`src/rtl/fwb_pkg.sv`:
```
package fwb_pkg;
  localparam int NIB_W = 4;

  typedef enum logic [1:0] {
    PH_IDLE = 2'd0,
    PH_RUN  = 2'd1,
    PH_RESP = 2'd2
  } phase_t;
endpackage

```
`src/rtl/fwb_reset_strap.sv`:
```
module fwb_reset_strap (
  input  logic clk,
  input  logic rst_a_n,
  input  logic rst_b_n,
  input  logic if_strap,
  output logic rst_n,
  output logic parallel_q
);
  // either source holds the block in reset
  assign rst_n = rst_a_n & rst_b_n;

  // strap is only observed while reset is asserted
  always_ff @(posedge clk) begin
    if (!rst_n) parallel_q <= if_strap;
  end

  AST_STRAP_FROZEN: assert property (@(posedge clk) disable iff (!rst_n)
    $past(rst_n) |-> $stable(parallel_q));
endmodule

```
`src/rtl/fwb_id_match.sv`:
```
module fwb_id_match #(
  parameter int ID_W     = 4,
  parameter int LPC_ID_W = 3
) (
  input  logic [ID_W-1:0]       id_strap,
  input  logic [ID_W-1:0]       nib,
  input  logic [LPC_ID_W-2:0]   hold,
  output logic                  hub_hit,
  output logic                  lpc_hit
);
  logic [LPC_ID_W-1:0] field;
  logic [LPC_ID_W-1:0] bit_ok;

  // upper field bits arrived with the earlier nibble, lowest with this one
  assign field = {hold, nib[ID_W-1]};

  genvar i;
  generate
    for (i = 0; i < LPC_ID_W; i++) begin : g_lpc_bit
      assign bit_ok[i] = (field[i] == ~id_strap[i]);
    end
  endgenerate

  assign lpc_hit = &bit_ok;
  assign hub_hit = (nib == id_strap);
endmodule

```
`src/rtl/fwb_frame_ctl.sv`:
```
module fwb_frame_ctl
  import fwb_pkg::*;
#(
  parameter int          LPC_ID_W      = 3,
  parameter logic [3:0]  START_LPC     = 4'h0,
  parameter logic [3:0]  START_HUB     = 4'hD,
  parameter int          LPC_ADDR_NIBS = 8,
  parameter int          HUB_ADDR_NIBS = 7
) (
  input  logic               clk,
  input  logic               rst_n,
  input  logic               enable,
  input  logic               frame_n,
  input  logic [NIB_W-1:0]   lad_i,
  input  logic               hub_hit,
  input  logic               lpc_hit,
  output logic [LPC_ID_W-2:0] hold_q,
  output phase_t             phase,
  output logic               sel_q,
  output logic               start_q,
  output logic               abort_q
);
  localparam int CNT_W = $clog2(LPC_ADDR_NIBS + 2);
  // bits 21:19 straddle the nibbles holding 23:20 and 19:16
  localparam logic [CNT_W-1:0] K_HI     = CNT_W'(LPC_ADDR_NIBS - 5);
  localparam logic [CNT_W-1:0] K_LO     = CNT_W'(LPC_ADDR_NIBS - 4);
  localparam logic [CNT_W-1:0] LAST_LPC = CNT_W'(LPC_ADDR_NIBS);
  localparam logic [CNT_W-1:0] LAST_HUB = CNT_W'(HUB_ADDR_NIBS);

  logic [CNT_W-1:0] cnt;
  logic             hub_q;
  logic             in_prog;
  logic [CNT_W-1:0] last_k;

  assign in_prog = ((phase == PH_RUN) && (cnt != '0)) || (phase == PH_RESP);
  assign last_k  = hub_q ? LAST_HUB : LAST_LPC;

  always_ff @(posedge clk or negedge rst_n) begin
    if (!rst_n) begin
      phase   <= PH_IDLE;
      cnt     <= '0;
      hub_q   <= 1'b0;
      sel_q   <= 1'b0;
      hold_q  <= '0;
      start_q <= 1'b0;
      abort_q <= 1'b0;
    end else begin
      start_q <= 1'b0;
      abort_q <= 1'b0;
      if (enable && !frame_n) begin
        start_q <= 1'b1;
        abort_q <= in_prog;
        sel_q   <= 1'b0;
        cnt     <= '0;
        hub_q   <= (lad_i == START_HUB);
        phase   <= ((lad_i == START_HUB) || (lad_i == START_LPC)) ? PH_RUN : PH_IDLE;
      end else begin
        case (phase)
          PH_RUN: begin
            cnt <= cnt + 1'b1;
            if (cnt == last_k) phase <= PH_RESP;
            if (hub_q && (cnt == '0)) begin
              if (hub_hit) sel_q <= 1'b1;
              else         phase <= PH_IDLE;
            end
            if (!hub_q && (cnt == K_HI)) hold_q <= lad_i[LPC_ID_W-2:0];
            if (!hub_q && (cnt == K_LO)) begin
              if (lpc_hit) sel_q <= 1'b1;
              else         phase <= PH_IDLE;
            end
          end
          PH_RESP: begin
            phase <= PH_IDLE;
            sel_q <= 1'b0;
          end
          default: ;
        endcase
      end
    end
  end

  AST_START_FROM_LOW: assert property (@(posedge clk) disable iff (!rst_n)
    start_q |-> $past(!frame_n));
  AST_ABORT_IN_FLIGHT: assert property (@(posedge clk) disable iff (!rst_n)
    abort_q |-> ($past(phase) != PH_IDLE));
  AST_SEL_WHILE_BUSY: assert property (@(posedge clk) disable iff (!rst_n)
    sel_q |-> (phase != PH_IDLE));
  AST_RESP_SINGLE: assert property (@(posedge clk) disable iff (!rst_n)
    (phase == PH_RESP) |=> (phase != PH_RESP));
endmodule

```
`src/rtl/fwb_target_front.sv`:
```
module fwb_target_front
  import fwb_pkg::*;
#(
  parameter int          ID_W          = 4,
  parameter int          LPC_ID_W      = 3,
  parameter logic [3:0]  START_LPC     = 4'h0,
  parameter logic [3:0]  START_HUB     = 4'hD,
  parameter int          LPC_ADDR_NIBS = 8,
  parameter int          HUB_ADDR_NIBS = 7,
  parameter logic [3:0]  RESP_NIBBLE   = 4'h0
) (
  input  logic            clk,
  input  logic            rst_a_n,
  input  logic            rst_b_n,
  input  logic            if_strap,
  input  logic [ID_W-1:0] id_strap,
  input  logic            frame_n,
  input  logic [3:0]      lad_i,
  output logic [3:0]      lad_o,
  output logic            lad_oe,
  output logic            start_pulse,
  output logic            abort_pulse,
  output logic            sel,
  output logic            busy,
  output logic            parallel_mode
);
  logic                rst_n;
  logic                hub_hit;
  logic                lpc_hit;
  logic [LPC_ID_W-2:0] hold_q;
  phase_t              phase;

  fwb_reset_strap u_rst (
    .clk       (clk),
    .rst_a_n   (rst_a_n),
    .rst_b_n   (rst_b_n),
    .if_strap  (if_strap),
    .rst_n     (rst_n),
    .parallel_q(parallel_mode)
  );

  fwb_id_match #(.ID_W(ID_W), .LPC_ID_W(LPC_ID_W)) u_match (
    .id_strap(id_strap),
    .nib     (lad_i),
    .hold    (hold_q),
    .hub_hit (hub_hit),
    .lpc_hit (lpc_hit)
  );

  fwb_frame_ctl #(
    .LPC_ID_W     (LPC_ID_W),
    .START_LPC    (START_LPC),
    .START_HUB    (START_HUB),
    .LPC_ADDR_NIBS(LPC_ADDR_NIBS),
    .HUB_ADDR_NIBS(HUB_ADDR_NIBS)
  ) u_ctl (
    .clk    (clk),
    .rst_n  (rst_n),
    .enable (!parallel_mode),
    .frame_n(frame_n),
    .lad_i  (lad_i),
    .hub_hit(hub_hit),
    .lpc_hit(lpc_hit),
    .hold_q (hold_q),
    .phase  (phase),
    .sel_q  (sel),
    .start_q(start_pulse),
    .abort_q(abort_pulse)
  );

  assign busy   = (phase != PH_IDLE);
  // reset gates the driver directly so release needs no clock
  assign lad_oe = rst_n & (phase == PH_RESP) & sel;
  assign lad_o  = lad_oe ? RESP_NIBBLE : 4'h0;

  AST_TRISTATE_IN_RESET: assert property (@(posedge clk)
    !rst_n |-> !lad_oe);
  AST_OE_NEEDS_SEL: assert property (@(posedge clk) disable iff (!rst_n)
    lad_oe |-> (sel && busy));
endmodule

```
`config.mk`:
```
export PLATFORM = sky130hd
export DESIGN_NAME = fwb_target_front
export DESIGN_NICKNAME = d
export VERILOG_FILES = /design/src/rtl/fwb_pkg.sv /design/src/rtl/fwb_reset_strap.sv /design/src/rtl/fwb_id_match.sv /design/src/rtl/fwb_frame_ctl.sv /design/src/rtl/fwb_target_front.sv
export SDC_FILE = /design/constraint.sdc
export NUM_CORES = 1
export LEC_CHECK = 0
export ABC_AREA = 0
export BUFFER_PORTS_ARGS = -buffer_cell sky130_fd_sc_hd__clkbuf_2
export CORE_AREA = 3 3 49 51
export DETAILED_ROUTE_END_ITERATION = 16
export DIE_AREA = 0 0 52 54
export MAX_ROUTING_LAYER = met4
export PLACE_DENSITY = 0.61
export SYNTH_ARGS = -nofsm -noshare
export SYNTH_HDL_FRONTEND = slang
export SYNTH_SLANG_ARGS = --single-unit
```
`constraint.sdc`:
```
create_clock -name clk -period 3.95 [get_ports clk]
set_input_delay 0.79 -clock clk [delete_from_list [all_inputs] [get_ports clk]]
set_output_delay 0.79 -clock clk [all_outputs]
set_load 0.01 [all_outputs]
```
== Word level (Yosys, flattened, before mapping) ==
Cells that the tools add are included.
Widths: inputs -> output; s select.

* $add $sub $neg: 1
* Equality and inequality tests: 10
* Multiplexer cells: 19
* Bitwise operators: 7
* Reductions and logical operators: 18

{| class="wikitable"
|+ Operators by type and width
! operator !! count
|-
| $mux 2 || 6
|-
| $mux 4 || 3
|-
| $eq 4x4->1 || 2
|-
| $logic_not 4->1 || 2
|-
| $mux 1 || 8
|-
| $reduce_and 3->1 || 2
|-
| $logic_and 1x1->1 || 5
|-
| $add 4x1->4 const B || 1
|-
| $eq 4x2->1 const B || 1
|-
| $eq 4x3->1 const B || 1
|-
| $eq 4x4->1 const B || 1
|-
| $not 1->1 || 4
|-
| $pmux 2 s2 || 1
|-
| $reduce_bool 2->1 || 2
|-
| $reduce_bool 4->1 || 1
|-
| $and 1x1->1 || 3
|-
| $eq 1x1->1 || 3
|-
| $logic_not 1->1 || 3
|-
| $reduce_bool 3->1 || 1
|-
| $eq 2x1->1 const B || 1
|-
| $eq 2x2->1 const B || 1
|-
| $logic_or 1x1->1 || 2
|-
| $pmux 1 s2 || 1
|}

* Bits in registers: 13
* Output and inout bits: 10
* Logic and storage cells: 63

== Depth between registers and ports, before layout ==
Gate-level depths: netlist of run 1.

* Depth after elaboration: 9
* Depth in mapped cells: 6
* Mapped depth without buffers: 6

== Hierarchy ==
Synthesis of run 1 repeated with hierarchy kept, for this count alone.

* Cells, all modules: 84
* Area, all modules: 840.8 um2

{| class="wikitable"
|+ Modules (own cells, without submodules)
! module !! instances !! cells an instance !! area an instance (um2)
|-
| fwb_frame_ctl || 1 || 64 || 668.1
|-
| fwb_id_match || 1 || 9 || 78.8
|-
| fwb_target_front || 1 || 8 || 53.8
|-
| fwb_reset_strap || 1 || 3 || 40.0
|}

== Worst setup path before layout of run 1 ==
No wires, ideal clock.

* Path type: input to output
* Start: in rst_a_n
* End: out lad_oe
* Data arrival time: 1.396 ns
* Data required time: 3.160 ns
* Setup slack: 1.764 ns
* Cell stages on the path: 3
* Path buffers: 0
* Cells stage by stage: nand2_1 inv_1 and3_1

* Longest elaborated chain between the ends: 3

{| class="wikitable"
|+ Ends and longest elaborated chain
! element !! RTL line !! RTL
|-
| from (decl) || fwb_target_front.sv:13 || <nowiki>input logic rst_a_n,</nowiki>
|-
| $and 1x1->1 || fwb_reset_strap.sv:10 || <nowiki>assign rst_n = rst_a_n & rst_b_n;</nowiki>
|-
| named net rst_n || fwb_target_front.sv:27 || <nowiki>logic rst_n;</nowiki>
|-
| $and 1x1->1 (2 in a row) || fwb_target_front.sv:73 || <nowiki>assign lad_oe = rst_n & (phase == PH_RESP) & sel;</nowiki>
|-
| to (decl) || fwb_target_front.sv:20 || <nowiki>output logic lad_oe,</nowiki>
|}

The timed path passes the listed nets, and every way through them passes these cells.

== Final worst setup path of run 1 ==
Ends and elaborated chain as after synthesis.

==> impl_metrics.ini, run 1 <==
[floorplan]
die_x_um = 52
core_sq_um = 1982
dieHeight_um = 54
num_rows = 16
io_pins = 23
die_area_sq_um = 2808
start_util_pct = 39.71

[routing]
finalWirelength_mm = 1.489
antenna_left = 0
vias_per_cell = 4.664
drt-wirelength-per-cell_um = 11.37
remaining_drc_errors = 0
vias = 611
drt_iter0_drc = 9
dr.pass1.iters = 4

[critical_path]
startpoint = rst_a_n
worstSetupPathType = input port to output pin
reg2regPathDepth = 4
critPathMaxFanout = 13
startpoint_type = input port
cp.required_ns = 3.16
r2r_end = u_ctl.hold_q[1]
crit_arrival_ns = 1.48
cp-end-kind = output pin
crit_end = lad_oe
rrSetupSlack_ns = 2.35
reg2reg_from = u_ctl.phase[1]

[layout]
post-route-util_pct = 46.53
n_fill_cell = 205
syn_to_final_growth_pct = 17.17
nets = 120
drive_above_1_share_pct = 27.88
multiInputGateArea_sq_um = 415.4
area.sequential_sq_um = 330.3
n_antenna_cell = 0

[power_and_ir_drop]
switching_share_pct = 29.08
p_comb_share_pct = 22.4
ir_drop_mv = 0.2397
power.switching_uw = 88.20
p_leak_uw = 0.0004736
p_total_uw = 303.3
clkPwrFrac_pct = 25.6
seqPwrFrac_pct = 52.0
p_int_uw = 215.1
power_density_nw_per_um2 = 328.9

[placement]
portBuffers = 18
hpwlAfterDp_mm = 1.185
place_congestion = 0.8967

[global_routing]
antenna_found_initial = 0
grtUsageTotal_pct = 12.70
grt-ovfl-total = 0
grt_max_degree = 14
grt_pass1_vias = 578
grt_pass1_wl_mm = 2.594

[logic_synthesis]
synthCells = 83
seq_area_frac_synth_pct = 41.97
ys_seq_elements = 13
syn-mean-instance-area_sq_um = 9.482
synth.cell_area_sq_um = 787.0
yosysTopAreaCell = dfrtp_1
ys_types = 29
yosysWarnings = 0
synth_top_area_share_pct = 38.16
synth.area.top_cells = dfrtp_1, xor2_1, nor2_1, buf_4, edfxtp_1

[clocking]
post_cts_buffers = 0
numClockSinks = 13
htreeDepth = 1
clkTransAtPathRegs_ns = 0.07
cts_resized = 0
hold_buffers = 0
clock_latency_ns = 0.26
numCtsBuffers = 3
cts_buffer_depth = 2
cts_root_buffer = clkbuf_4
cts_tree = built

[sta]
finalSetupViolCount = 0
finalMaxSlewViolations = 0
max_freq_mhz = 440.3
rsz0062_at_grt = no
period_share_pct = 57.50
hold_viol = 0
finalSetupTns_ns = 0
whs_ns = 0.5441
clock_skew_ns = 0.001129
min_period_ns = 2.271

[status]
outcome = completed

[min_path]
hp-start = u_ctl.hold_q[0]
hold_path_class = register to register

[run]
cap_viol_max_count = 0
area by class of cell:
class	instances	area share, %
well taps	27	3.664
repair buffers	19	10.58
clock buffers	4	2.849
flip-flops and latches	13	35.82
inverters	5	2.035
multi-input cells	63	45.05
routing by layer:
metal / global-route usage, % / vias to the layer above / routed length [um]
met1: 18.21 / 272 / 777
met4: 5.240 / 0 / 17
li1: - / 321 / -
met2: 17.78 / 16 / 615
met3: 1.662 / 2 / 80
met5: - / - / 0
worst max-delay path, stage by stage:
cell,delay (ns)
clkbuf_2,0.07
nand2_1,0.06
inv_1,0.05
buf_4,0.20
and3_1,0.18
clkbuf_2,0.13
cells in the mapped netlist (all sizes together):
cell type,number
dfrtp,12
nor2,9
xor2,9
nand2,7
inv,5
a31oi,4
buf,4
nand4,4
a21oi,3
a211oi,2
and3,2
ha,2
mux2,2
nor2b,2
nor4,2
or2,2
or3,2
and2b,1
clkbuf,1
conb,1
edfxtp,1
nand3,1
nand4b,1
nand4bb,1
o21ai,1
o31ai,1
xnor2,1
metrics by stage:
step | instance area [sq um] | cells | setup WS [ns]
after CTS | 922.1 | 131 | 1.667
final | 922.1 | 131 | 1.679
after detailed placement | 895.9 | 127 | 1.666
after global routing | 922.1 | 131 | 1.597
after floorplan | 798.3 | 86 | 1.764
after global placement | 895.9 | 127 | 1.687
logic make-up (layout without fill, tap and decap cells):
kind of cell / after synthesis / in the layout / synth area share (%)
AOI/OAI and AO/OA: 11 / 11 / 8.583
xor gates and xnor gates: 10 / 10 / 11.13
adders and majority gates: 2 / 2 / 3.179
buffers and inverters: 10 / 28 / 6.677
DFF: 13 / 13 / 41.97
muxes: 2 / 2 / 3.816
other: 1 / 4 / 0.4765
and+or+nand+nor: 34 / 34 / 24.16
power by group through the flow:
| stage | logic (uW) | registers (uW) | clock network, uW |
|---|---|---|---|
| 5_1_grt | 77.8 | 160 | 91.9 |
| 3_5_place_dp | 67.4 | 161 | 0 |
| 3_3_place_gp | 66.8 | 160 | 0 |
| 6_report | 67.9 | 158 | 77.6 |
| 2_1_floorplan | 49.4 | 159 | 0 |
| 4_1_cts | 68.0 | 158 | 81.8 |
registers in the layout (all words and copies together) (netlist names):
signal,count
u_ctl.cnt,4
u_ctl.hold_q,2
u_ctl.abort_q,1
u_ctl.sel_q,1
u_rst.parallel_q,1
u_ctl.phase,2
u_ctl.hub_q,1
u_ctl.start_q,1
worst min-delay path by stage:
stage / to / slack (ns) / cells past startpoint
global route: u_ctl.hold_q[1] / 0.56 / 1
CTS: u_ctl.hub_q / 0.54 / 4
finish: u_ctl.hold_q[0] / 0.54 / 1
global placement: u_ctl.hold_q[0] / 0.52 / 1
floorplan: u_ctl.hold_q[0] / 0.50 / 1
detailed placement: u_ctl.hold_q[0] / 0.53 / 1
layout by cell type (no fill, tap or decap), types with 3 or more instances in the layout:
cell / count
clkbuf_2: 18
inv_1: 5
xor2_1: 9
clkbuf_4: 3
a31oi_1: 4
nor2_1: 9
dfrtp_1: 12
conb_1: 4
nand4_1: 4
nand2_1: 6
a21oi_1: 3
(Power assumes the default switching activity.)
==> run 2: changes to the inputs <==
==> constraint.sdc (replaced) <==
create_clock -name clk -period 2.4 [get_ports clk]
set_input_delay 0.48 -clock clk [delete_from_list [all_inputs] [get_ports clk]]
set_output_delay 0.48 -clock clk [all_outputs]
set_load 0.01 [all_outputs]
==> run 2 against run 1 <==
Sequential share of layout area did not move. Critical path depth fell by 2. Non-clock buffer count unchanged. First-iteration DRC count down 44%. Wire length grew 9.3%. Core utilization did not move. Die area is the same. Total power grew 69%. Via count grew 3.4%. Clock skew increased by 0.0060 ns. Count of clock-buffer cells in the layout unchanged. Clock power is 79% higher. Critical path type is now register to output pin. Critical endpoint unchanged. Largest cell class unchanged. Largest power group unchanged.
==> impl_metrics.ini, run 2 (same netlist as run 1, synthesis figures left out) <==
[status]
outcome = completed

[critical_path]
r2r_end = u_ctl.hold_q[1]
reg2regPathDepth = 4
startpoint_type = register
cp-end-kind = output pin
crit_arrival_ns = 1.24
critPathMaxFanout = 5
reg2reg_from = u_ctl.phase[1]
cp.required_ns = 1.92
worstSetupPathType = register to output pin
crit_chain = inv_1, nor2_1, and3_1, clkbuf_2
cp_slowest_stage_delay_ns = 0.40
cpMaxStageDelayCell = dfrtp_1
rrSetupSlack_ns = 0.80

[run]
cap_viol_max_count = 0

[placement]
place_congestion = 0.8764
hpwlAfterDp_mm = 1.280
placedCellCount = 127
portBuffers = 18

[sta]
period_share_pct = 71.63
finalSetupViolCount = 0
hold_viol = 0
max_freq_mhz = 581.7
finalMaxSlewViolations = 0
min_period_ns = 1.719
rsz0062_at_grt = no
clock_skew_ns = 0.007170
finalSetupTns_ns = 0

[clocking]
htreeDepth = 1
post_cts_buffers = 0
cts_resized = 0
numCtsBuffers = 3
clkTransAtPathRegs_ns = 0.08
clock_latency_ns = 0.28
cts_root_buffer = clkbuf_4
numClockSinks = 13
cts_tree = built
cts_buffer_depth = 2
hold_buffers = 0

[layout]
nets = 120
syn_to_final_growth_pct = 17.17
n_antenna_cell = 0
mostFrequentLayoutCells = clkbuf_2, dfrtp_1, nor2_1, xor2_1, nand2_1
regMostFlops = u_ctl.cnt
reg.largest.list = u_ctl.cnt (4), u_ctl.hold_q (2), u_ctl.phase (2)
final_common_cell = clkbuf_2
instances_no_fill = 131
n_fill_cell = 214
drive_above_1_share_pct = 27.88
largest_reg_flops = 4
post-route-util_pct = 46.53

[min_path]
hold_path_class = input port to async pin

[floorplan]
num_rows = 16
dieHeight_um = 54
io_pins = 23
die_area_sq_um = 2808
core_sq_um = 1982
start_util_pct = 39.71
die_x_um = 52

[routing]
vias = 632
remaining_drc_errors = 0
vias_per_cell = 4.824
finalWirelength_mm = 1.628
drt-wirelength-per-cell_um = 12.43
dr.pass1.iters = 4
drt_iter0_drc = 5
antenna_left = 0

[global_routing]
antenna_found_initial = 0
grt_pass1_vias = 618
grtUsageTotal_pct = 14.63
grt_max_degree = 13
grt_pass1_wl_mm = 2.822
grt-ovfl-total = 0

[power_and_ir_drop]
p_leak_uw = 0.0004736
power_density_nw_per_um2 = 556.3
ir_drop_mv = 0.3587
p_total_uw = 513.0
-- run 2: cell counts in the layout (fill, tap and decap cells not counted) --
Identical to the previous run, type by type.
-- run 2: metrics by stage --
| stage | hold slack, ns | cell area (sq um) | setup slack, ns |
|---|---|---|---|
| final | 0.2854 | 922.1 | 0.6809 |
| after global routing | 0.3045 | 922.1 | 0.6064 |
| after CTS | 0.2920 | 922.1 | 0.6627 |
| after detailed placement | 0.5177 | 895.9 | 0.7937 |
| after global placement | 0.5208 | 895.9 | 0.7687 |
| after floorplan | 0.4133 | 798.3 | 0.7837 |
-- run 2: worst max-delay path: cells and delay by family, from the launching register on --
kind	cells	cell delay (ns)
and+or+nand+nor	2	0.34
DFF	1	0.40
buffers and inverters	2	0.23
-- run 2: cell type report --
class,count,area [sq um],share of cell area (%)
Clock buffer,4,26.28,2.849
Tap cell,27,33.78,3.664
Inverter,5,18.77,2.035
Timing Repair Buffer,19,97.59,10.58
Sequential cell,13,330.3,35.82
Multi-Input combinational cell,63,415.4,45.05
-- run 2: worst max-delay path by stage --
stage / start / end / depth (start not counted)
6_report: u_ctl.phase[1] / lad_oe / 4
5_1_grt: u_ctl.phase[1] / lad_oe / 4
4_1_cts: u_ctl.phase[1] / lad_oe / 4
3_5_place_dp: lad_i[3] / u_ctl.sel_q / 5
3_3_place_gp: lad_i[3] / u_ctl.sel_q / 5
2_1_floorplan: frame_n / u_ctl.hold_q[0] / 5
-- run 2: report_power, final --
part           total, uW  internal, uW  switching [uW]
registers            261           238            22.1
clock network        139          64.6            74.9
logic                113          51.5            61.3
total                513           355             158
-- run 2: metal layers --
| layer | track usage [%] | share of wire (%) | up-vias |
|---|---|---|---|
| li1 | - | - | 324 |
| met1 | 17.37 | 48 | 284 |
| met2 | 22.38 | 43 | 19 |
| met3 | 4.155 | 6.3 | 5 |
| met4 | 7.860 | 2.1 | 0 |
| met5 | - | 0 | - |
